--- src/rtl/dma_regs_pkg.sv ---
package dma_regs_pkg;

    localparam int REG_W = 64;
    localparam int CFG_W = 32;

    localparam logic [1:0] SZ_WORD  = 2'd2;
    localparam logic [1:0] SZ_DWORD = 2'd3;

    localparam logic [11:0] OFF_CTRL     = 12'h000;
    localparam logic [11:0] OFF_NCFG     = 12'h004;
    localparam logic [11:0] OFF_NBYTES   = 12'h008;
    localparam logic [11:0] OFF_NDST     = 12'h010;
    localparam logic [11:0] OFF_NSRC     = 12'h018;
    localparam logic [11:0] OFF_XCFG     = 12'h104;
    localparam logic [11:0] OFF_XBYTES   = 12'h108;
    localparam logic [11:0] OFF_XDST     = 12'h110;
    localparam logic [11:0] OFF_XSRC     = 12'h118;

    localparam int B_CLAIM  = 0;
    localparam int B_RUN    = 1;
    localparam int B_DIE    = 14;
    localparam int B_EIE    = 15;
    localparam int B_DONE   = 30;
    localparam int B_ERR    = 31;

    localparam logic [CFG_W-1:0] CFG_DEFAULT = 32'h6600_0000;

    typedef struct packed {
        logic             claim;
        logic             run;
        logic             done_ie;
        logic             err_ie;
        logic             done;
        logic             err;
        logic             start;
        logic [CFG_W-1:0] next_cfg;
        logic [REG_W-1:0] next_bytes;
        logic [REG_W-1:0] next_dst;
        logic [REG_W-1:0] next_src;
        logic [CFG_W-1:0] exec_cfg;
        logic [REG_W-1:0] exec_bytes;
        logic [REG_W-1:0] exec_dst;
        logic [REG_W-1:0] exec_src;
    } chan_state_t;

    function automatic logic [REG_W-1:0] put_half(input logic [REG_W-1:0] old,
                                                 input logic hi,
                                                 input logic [31:0] v);
        logic [REG_W-1:0] r;
        r = old;
        if (hi) r[63:32] = v;
        else    r[31:0]  = v;
        return r;
    endfunction

endpackage

--- src/rtl/dma_reg_decode.sv ---
module dma_reg_decode
    import dma_regs_pkg::*;
#(
    parameter int NUM_CH = 2,
    parameter int ADDR_W = 16,
    localparam int IDX_W = ADDR_W - 12
) (
    input  logic [ADDR_W-1:0] addr_i,
    input  logic [1:0]        size_i,
    output logic [IDX_W-1:0]  idx_o,
    output logic [11:0]       off_o,
    output logic              wide_o,
    output logic              hit_o
);
    logic size_ok;

    always_comb begin
        idx_o   = addr_i[ADDR_W-1:12];
        off_o   = addr_i[11:0];
        wide_o  = (size_i == SZ_DWORD);
        size_ok = (size_i == SZ_WORD) || (size_i == SZ_DWORD);
        hit_o   = size_ok && (32'(idx_o) < NUM_CH);
    end
endmodule

--- src/rtl/dma_chan_regs.sv ---
module dma_chan_regs
    import dma_regs_pkg::*;
(
    input  logic             clk,
    input  logic             rst_n,
    input  logic             wr_en_i,
    input  logic             wide_i,
    input  logic [11:0]      off_i,
    input  logic [REG_W-1:0] wdata_i,
    input  logic             eng_done_i,
    input  logic             eng_err_i,
    output logic [REG_W-1:0] rdata_o,
    output logic             start_o,
    output logic             irq_done_o,
    output logic             irq_err_o
);
    chan_state_t s_d, s_q;
    logic        ctl_wr;
    logic        exec_wr;
    logic [31:0] w32;

    assign w32     = wdata_i[31:0];
    assign ctl_wr  = wr_en_i && !wide_i && (off_i == OFF_CTRL);
    assign exec_wr = wr_en_i && (off_i >= OFF_XCFG) && (off_i <= 12'h11C);

    always_comb begin
        s_d       = s_q;
        s_d.start = 1'b0;
        if (eng_done_i) begin
            s_d.done = 1'b1;
            s_d.run  = 1'b0;
        end
        if (eng_err_i) s_d.err = 1'b1;

        if (wr_en_i && wide_i) begin
            case (off_i)
                OFF_NBYTES: s_d.next_bytes = wdata_i;
                OFF_NDST:   s_d.next_dst   = wdata_i;
                OFF_NSRC:   s_d.next_src   = wdata_i;
                default: ;
            endcase
        end else if (wr_en_i) begin
            case (off_i)
                OFF_CTRL: begin
                    if (!s_q.claim && w32[B_CLAIM]) begin
                        s_d.next_cfg   = CFG_DEFAULT;
                        s_d.next_bytes = '0;
                        s_d.next_dst   = '0;
                        s_d.next_src   = '0;
                    end
                    s_d.claim   = w32[B_CLAIM] | s_q.run;
                    s_d.run     = w32[B_RUN];
                    s_d.done_ie = w32[B_DIE];
                    s_d.err_ie  = w32[B_EIE];
                    s_d.done    = w32[B_DONE];
                    s_d.err     = w32[B_ERR];
                    if (!s_q.claim || (!s_q.run && !w32[B_CLAIM])) begin
                        s_d.run = 1'b0;
                    end else if (w32[B_RUN]) begin
                        s_d.start      = 1'b1;
                        s_d.done       = 1'b0;
                        s_d.err        = 1'b0;
                        s_d.exec_cfg   = s_q.next_cfg;
                        s_d.exec_bytes = s_q.next_bytes;
                        s_d.exec_dst   = s_q.next_dst;
                        s_d.exec_src   = s_q.next_src;
                    end
                end
                OFF_NCFG:         s_d.next_cfg   = w32;
                OFF_NBYTES:       s_d.next_bytes = put_half(s_q.next_bytes, 1'b0, w32);
                OFF_NBYTES + 12'd4: s_d.next_bytes = put_half(s_q.next_bytes, 1'b1, w32);
                OFF_NDST:         s_d.next_dst   = put_half(s_q.next_dst, 1'b0, w32);
                OFF_NDST + 12'd4: s_d.next_dst   = put_half(s_q.next_dst, 1'b1, w32);
                OFF_NSRC:         s_d.next_src   = put_half(s_q.next_src, 1'b0, w32);
                OFF_NSRC + 12'd4: s_d.next_src   = put_half(s_q.next_src, 1'b1, w32);
                default: ;
            endcase
        end
    end

    always_ff @(posedge clk) begin
        if (!rst_n) begin
            s_q          <= '0;
            s_q.next_cfg <= CFG_DEFAULT;
        end else begin
            s_q <= s_d;
        end
    end

    always_comb begin
        rdata_o = '0;
        if (wide_i) begin
            case (off_i)
                OFF_NBYTES: rdata_o = s_q.next_bytes;
                OFF_NDST:   rdata_o = s_q.next_dst;
                OFF_NSRC:   rdata_o = s_q.next_src;
                OFF_XBYTES: rdata_o = s_q.exec_bytes;
                OFF_XDST:   rdata_o = s_q.exec_dst;
                OFF_XSRC:   rdata_o = s_q.exec_src;
                default: ;
            endcase
        end else begin
            case (off_i)
                OFF_CTRL: begin
                    rdata_o[B_CLAIM] = s_q.claim;
                    rdata_o[B_RUN]   = s_q.run;
                    rdata_o[B_DIE]   = s_q.done_ie;
                    rdata_o[B_EIE]   = s_q.err_ie;
                    rdata_o[B_DONE]  = s_q.done;
                    rdata_o[B_ERR]   = s_q.err;
                end
                OFF_NCFG:           rdata_o[31:0] = s_q.next_cfg;
                OFF_NBYTES:         rdata_o[31:0] = s_q.next_bytes[31:0];
                OFF_NBYTES + 12'd4: rdata_o[31:0] = s_q.next_bytes[63:32];
                OFF_NDST:           rdata_o[31:0] = s_q.next_dst[31:0];
                OFF_NDST + 12'd4:   rdata_o[31:0] = s_q.next_dst[63:32];
                OFF_NSRC:           rdata_o[31:0] = s_q.next_src[31:0];
                OFF_NSRC + 12'd4:   rdata_o[31:0] = s_q.next_src[63:32];
                OFF_XCFG:           rdata_o[31:0] = s_q.exec_cfg;
                OFF_XBYTES:         rdata_o[31:0] = s_q.exec_bytes[31:0];
                OFF_XBYTES + 12'd4: rdata_o[31:0] = s_q.exec_bytes[63:32];
                OFF_XDST:           rdata_o[31:0] = s_q.exec_dst[31:0];
                OFF_XDST + 12'd4:   rdata_o[31:0] = s_q.exec_dst[63:32];
                OFF_XSRC:           rdata_o[31:0] = s_q.exec_src[31:0];
                OFF_XSRC + 12'd4:   rdata_o[31:0] = s_q.exec_src[63:32];
                default: ;
            endcase
        end
    end

    assign start_o    = s_q.start;
    assign irq_done_o = s_q.done_ie & s_q.done;
    assign irq_err_o  = s_q.err_ie & s_q.err;


    claim_lock_chk: assert property (@(posedge clk) disable iff (!rst_n)
        (ctl_wr && s_q.run && !w32[B_CLAIM]) |=> s_q.claim);


    claim_defaults_chk: assert property (@(posedge clk) disable iff (!rst_n)
        $rose(s_q.claim) |-> (s_q.next_cfg == CFG_DEFAULT && s_q.next_bytes == '0
                              && s_q.next_dst == '0 && s_q.next_src == '0));


    start_claimed_chk: assert property (@(posedge clk) disable iff (!rst_n)
        s_q.start |-> $past(s_q.claim));


    exec_ro_chk: assert property (@(posedge clk) disable iff (!rst_n)
        exec_wr |=> ($stable(s_q.exec_cfg) && $stable(s_q.exec_bytes)
                     && $stable(s_q.exec_dst) && $stable(s_q.exec_src)));


    done_run_chk: assert property (@(posedge clk) disable iff (!rst_n)
        (eng_done_i && !ctl_wr) |=> (s_q.done && !s_q.run));
endmodule

--- src/rtl/dma_claim_regs.sv ---
module dma_claim_regs
    import dma_regs_pkg::*;
#(
    parameter int NUM_CH = 2,
    parameter int ADDR_W = 16
) (
    input  logic              clk,
    input  logic              rst_n,
    input  logic              req_valid,
    input  logic              req_write,
    input  logic [ADDR_W-1:0] req_addr,
    input  logic [1:0]        req_size,
    input  logic [REG_W-1:0]  req_wdata,
    output logic              rd_valid,
    output logic [REG_W-1:0]  rd_data,
    input  logic [NUM_CH-1:0] eng_done,
    input  logic [NUM_CH-1:0] eng_err,
    output logic [NUM_CH-1:0] start,
    output logic [2*NUM_CH-1:0] irq
);
    localparam int IDX_W = ADDR_W - 12;

    typedef struct packed {
        logic             vld;
        logic [REG_W-1:0] data;
    } rsp_t;

    rsp_t             r_d, r_q;
    logic [IDX_W-1:0] idx;
    logic [11:0]      off;
    logic             wide;
    logic             hit;
    logic [REG_W-1:0] ch_rdata [NUM_CH];

    dma_reg_decode #(.NUM_CH(NUM_CH), .ADDR_W(ADDR_W)) u_dec (
        .addr_i (req_addr),
        .size_i (req_size),
        .idx_o  (idx),
        .off_o  (off),
        .wide_o (wide),
        .hit_o  (hit)
    );

    for (genvar c = 0; c < NUM_CH; c++) begin : g_ch
        logic sel;
        assign sel = hit && (idx == IDX_W'(c));
        dma_chan_regs u_ch (
            .clk        (clk),
            .rst_n      (rst_n),
            .wr_en_i    (req_valid && req_write && sel),
            .wide_i     (wide),
            .off_i      (off),
            .wdata_i    (req_wdata),
            .eng_done_i (eng_done[c]),
            .eng_err_i  (eng_err[c]),
            .rdata_o    (ch_rdata[c]),
            .start_o    (start[c]),
            .irq_done_o (irq[2*c]),
            .irq_err_o  (irq[2*c+1])
        );
    end

    always_comb begin
        r_d.vld  = req_valid && !req_write;
        r_d.data = '0;
        for (int c = 0; c < NUM_CH; c++) begin
            if (hit && idx == IDX_W'(c)) r_d.data = ch_rdata[c];
        end
        if (!r_d.vld) r_d.data = '0;
    end

    always_ff @(posedge clk) begin
        if (!rst_n) r_q <= '0;
        else        r_q <= r_d;
    end

    assign rd_valid = r_q.vld;
    assign rd_data  = r_q.data;


    rd_latency_chk: assert property (@(posedge clk) disable iff (!rst_n)
        (req_valid && !req_write) |=> rd_valid);


    oob_zero_chk: assert property (@(posedge clk) disable iff (!rst_n)
        (req_valid && !req_write && !hit) |=> (rd_data == '0));
endmodule

--- config.mk ---
export PLATFORM = sky130hd
export DESIGN_NAME = dma_claim_regs
export DESIGN_NICKNAME = d
export VERILOG_FILES = /design/src/rtl/dma_regs_pkg.sv /design/src/rtl/dma_reg_decode.sv /design/src/rtl/dma_chan_regs.sv /design/src/rtl/dma_claim_regs.sv
export SDC_FILE = /design/constraint.sdc
export NUM_CORES = 2
export LEC_CHECK = 0
export ABC_AREA = 1
export BUFFER_PORTS_ARGS = -buffer_cell sky130_fd_sc_hd__buf_4
export CAP_MARGIN = 20
export CORE_ASPECT_RATIO = 1.4
export CORE_MARGIN = 3
export CORE_UTILIZATION = 30
export DETAILED_ROUTE_END_ITERATION = 8
export GPL_TIMING_DRIVEN = 0
export PLACE_DENSITY = 0.51
export SLEW_MARGIN = 5
export SYNTH_ARGS = -nofsm -noshare
export SYNTH_HDL_FRONTEND = slang
export SYNTH_SLANG_ARGS = --single-unit
--- constraint.sdc ---
create_clock -name clk -period 1.79 [get_ports clk]
set_clock_uncertainty 0.05 [all_clocks]
set_input_delay 0.0895 -clock clk [delete_from_list [all_inputs] [get_ports clk]]
set_output_delay 0.0895 -clock clk [all_outputs]
set_load 0.1 [all_outputs]
==> summary.md <==
| Metric | Value |
|---|---|
| Mapped Nets | 7520 |
| CP Data Required Time | 2400 ps |
| Most frequent cells in the layout | nand2_1, nor2_1, dfxtp_1 |
| CP Buf/Inv Count | 5 |
| Die area | 0.1668 mm² |
| Startpoint Class | primary input |
| Most used DFF post-synth | dfxtp_1 |
| Pwr Total | 0.04919 W |
| P_sw | 0.01355 W |
| Endpoint, Worst Hold | g_ch[0].u_ch.s_q[454] |
| Seq pwr share | 44.1% |
| Slowest cell on crit path | a21oi_4 |
| Syn Inst Count | 7430 |
| Horiz. Die Dim | 346.0 µm |
| Top-level I/O count | 161 |
| Vias in the first global route | 56190 |
| Hold WC Path Type | in -> reg |
| Met3 global-route usage | 11.32% |
| DRT Pass-1 Iters | 8 |
| Core Area | 0.1607 mm² |
| CTS tree | done |
| Pleak | 25.22 nW |
| Util after Layout | 41.09% |
| Post-synth EDFFs | 0 |
| Max FO, Critical Path | 10 |
| Largest net degree at the start of global routing | 20 |
| Avg Inst Size Synth | 6.536 µm² |
| Synth Register Bits | 975 |
| Crit path DAT | 2660 ps |
| Internal | 0.03564 W |
| Crit share post-route | 114.8% |
| Max H-tree Level | 3 |
| GRT Total Usage | 47.22% |
| CP endpoint kind | flip-flop |
| RD Place Congestion | 1.092 |
| Final setup margin | -265.6 ps |
| Clock sink count | 975 |
| Routed WL | 415.8 mm |
| Hold Path Origin | req_addr[12] |
| Vias post-DR | 61600 |
| Critical path's top delay family | simple AND/OR/NAND/NOR gates |
| Slew @ Worst Pin | 1422 ps |
| Switching share of total power | 27.55% |
| Final hold vios | 0 |
| Cell Chain, Critical Path | buf_4 -> nor2_4 -> nand2_8 -> buf_12 -> nor2_4 -> buf_12 -> nand2_8 -> buf_8 -> buf_8 -> nor2_4 -> nor2_1 -> nand2_1 -> nor2_1 -> nand2_1 -> nand3_4 -> a21oi_4 |
| Total grt overflow | 0 |
| Final antenna-violating net count | 0 |
| WHS Path Cells | 7 |
| Status | finished, violations left |
| Synth cell types | 39 |
| R2R Path End | g_ch[0].u_ch.s_q[26] |
| Ys Warns | 0 |
| R2R setup slack | -190 ps |
| Synth Cell Area | 0.04856 mm² |
| WL/cell | 40.86 µm |
| Initial antenna violation count | 38 |
| Fmax | 486.5 MHz |
| Reg2Reg Launch Point | g_ch[0].u_ch.s_q[453] |
| Sequential share of the synthesized area | 40.19% |
| Pins Over Slew Limit | 0 |
| Cell count along the critical path | 16 |
| Number of remaining DRC errors | 0 |
| Detailed-route vias per instance | 6.055 |
| Ys async rst share | 0% |
| DP HPWL | 318.4 mm |
| Endpoints failing setup | 364 |
| First-pass GRT wire length | 524.3 mm |
| DRT iter0 DRCs | 8190 |
| Pre-CTS setup slack | -2657 ps |
| Layout cell share with drive strength beyond 1 | 21.64% |
| Die height | 482.1 µm |
| Root buffer cell | clkbuf_16 |
| GR Util met1 | 52.31% |
| Synthesis-to-finish area growth | 35.93% |
| Reg clk slew, reported paths | 60 ps |
| Standard-cell rows | 174 |
| I/O Buffers | 134 |
| Nets | 8037 |
| Met2 Use GR | 72.09% |
| Top Usage Layer GRT | met2 |
| Minimum clock period | 2056 ps |
| Worst R2R Path Depth | 10 |
| CP most frequent cell | nor2_4 |
| Setup CP Type | in -> reg |
| Starting density of the core | 30.23% |
| Max-Cap Viols | 0 |
| Maximum vdd drop | 813.6 µV |
| RSZ-0062 raised after global routing | yes |
| Relative slew slack | 5.215% |
| Pwr per Cell Area | 745.1 mW/mm² |
| Clk_lat worst skew | 810 ps |
| Inserted Clock Buffers | 108 |
| Failing checks | negative setup slack |
| Slowest stage delay, CP | 470 ps |
| Comb power frac | 6.5% |
| Max clock buf depth | 3 |
| Clock share of power | 49.4% |
| Most common cell after layout, fill and taps aside | nand2_1 |
==> state kept, by name, summed over array words and instances (netlist names) <==
name	flops
rd_valid	1
g_ch.u_ch.start_o	2
rd_data	64
g_ch.u_ch.s_q	908
==> metal layers <==
metal	part of all wire [%]	wire, µm
met3	10	41590
met1	35	144600
met4	13	55220
met5	0.049	203
met2	42	174200
==> what timing repair did <==
item / CTS / global route
endpoints found under the setup margin: 978 / 841
buffers inserted: 82 / 56
hold endpoints to repair: 158 / 6
gates resized for setup: 1186 / 954
pin swaps: 90 / 172
hold buffers: 54 / 3
gates cloned: 7 / 34
==> synthesized netlist by cell type, drive strengths merged, types with 6 or more instances <==
master / n / share of area (%)
a31oi: 143 / 1.8
a211oi: 187 / 2.9
nand4: 22 / 0.28
nor2: 1222 / 9.6
a21oi: 704 / 7.3
inv: 618 / 4.8
buf: 250 / 2.6
a21o: 6 / 0.093
clkbuf: 373 / 2.9
o22ai: 76 / 0.98
o21bai: 7 / 0.11
o2111ai: 11 / 0.20
clkinv: 8 / 0.062
nand3: 701 / 7.3
o211ai: 21 / 0.32
o21ai: 812 / 8.4
dfxtp: 975 / 40
nand2: 1281 / 10
nor3: 8 / 0.15
==> how the worst max path moves through the flow <==
stage                                startpoint                    end  slack, ps
after floorplan                     req_addr[7]  g_ch[1].u_ch.s_q[150]        -10
after global placement             req_addr[11]            rd_data[19]      -3210
after detailed placement            req_addr[8]            rd_data[50]      -2660
after CTS                 g_ch[0].u_ch.s_q[275]            rd_data[19]        -90
after global routing      g_ch[0].u_ch.s_q[453]  g_ch[0].u_ch.s_q[136]       -190
final                              req_addr[10]            rd_data[14]       -270
==> metrics by stage <==
stage                     cells  hold slack (ps)  cell area (µm²)  setup TNS (ps)
after global placement     9676            362.5            52220        -1583260
after detailed placement   9724            363.0            53020        -1422930
after global routing      10150            29.67            65960          -30340
after CTS                 10060           -464.1            62050           -2387
after floorplan            7430            143.8            48570          -339.1
final                     10170            8.761            66010          -30250
==> worst reg2reg max path, stage by stage (launching register included) <==
cell       delay, ps
dfxtp_2          350
nor2_2            40
inv_2             70
nand3_4           90
nor4_4           280
buf_12           200
buf_12           120
buf_12           110
clkbuf_16        190
clkbuf_16        200
a211oi_2          70
==> layout make-up <==
cell class                 instances  area, µm²
sequential                       975      19560
clock inverter                    48      579.3
multi-input combinational       5207      27640
timing repair buffer             414       4877
buffer                           614       5116
inverter                         626       2435
antenna                           27      67.56
clock buffer                     150       3082
fill                           17280      94660
timing repair inverter             1      7.507
tap                             2112       2643
==> logic make-up after synthesis <==
kind of cell	count (synthesis)	share of synthesized area (%)
compound gates	1970	22.19
buf+inv	1249	10.32
flops	975	40.19
simple gates	3236	27.30
==> power by group through the flow <==
stage               registers, W  clock network [W]  logic (W)
detailed placement        0.0222                  0    0.00249
global route              0.0217             0.0250    0.00309
global placement          0.0222                  0    0.00241
finish                    0.0217             0.0243    0.00319
CTS                       0.0217             0.0243    0.00281
floorplan                 0.0222                  0   0.000816
Note: power is estimated with default switching activity, not from simulation.
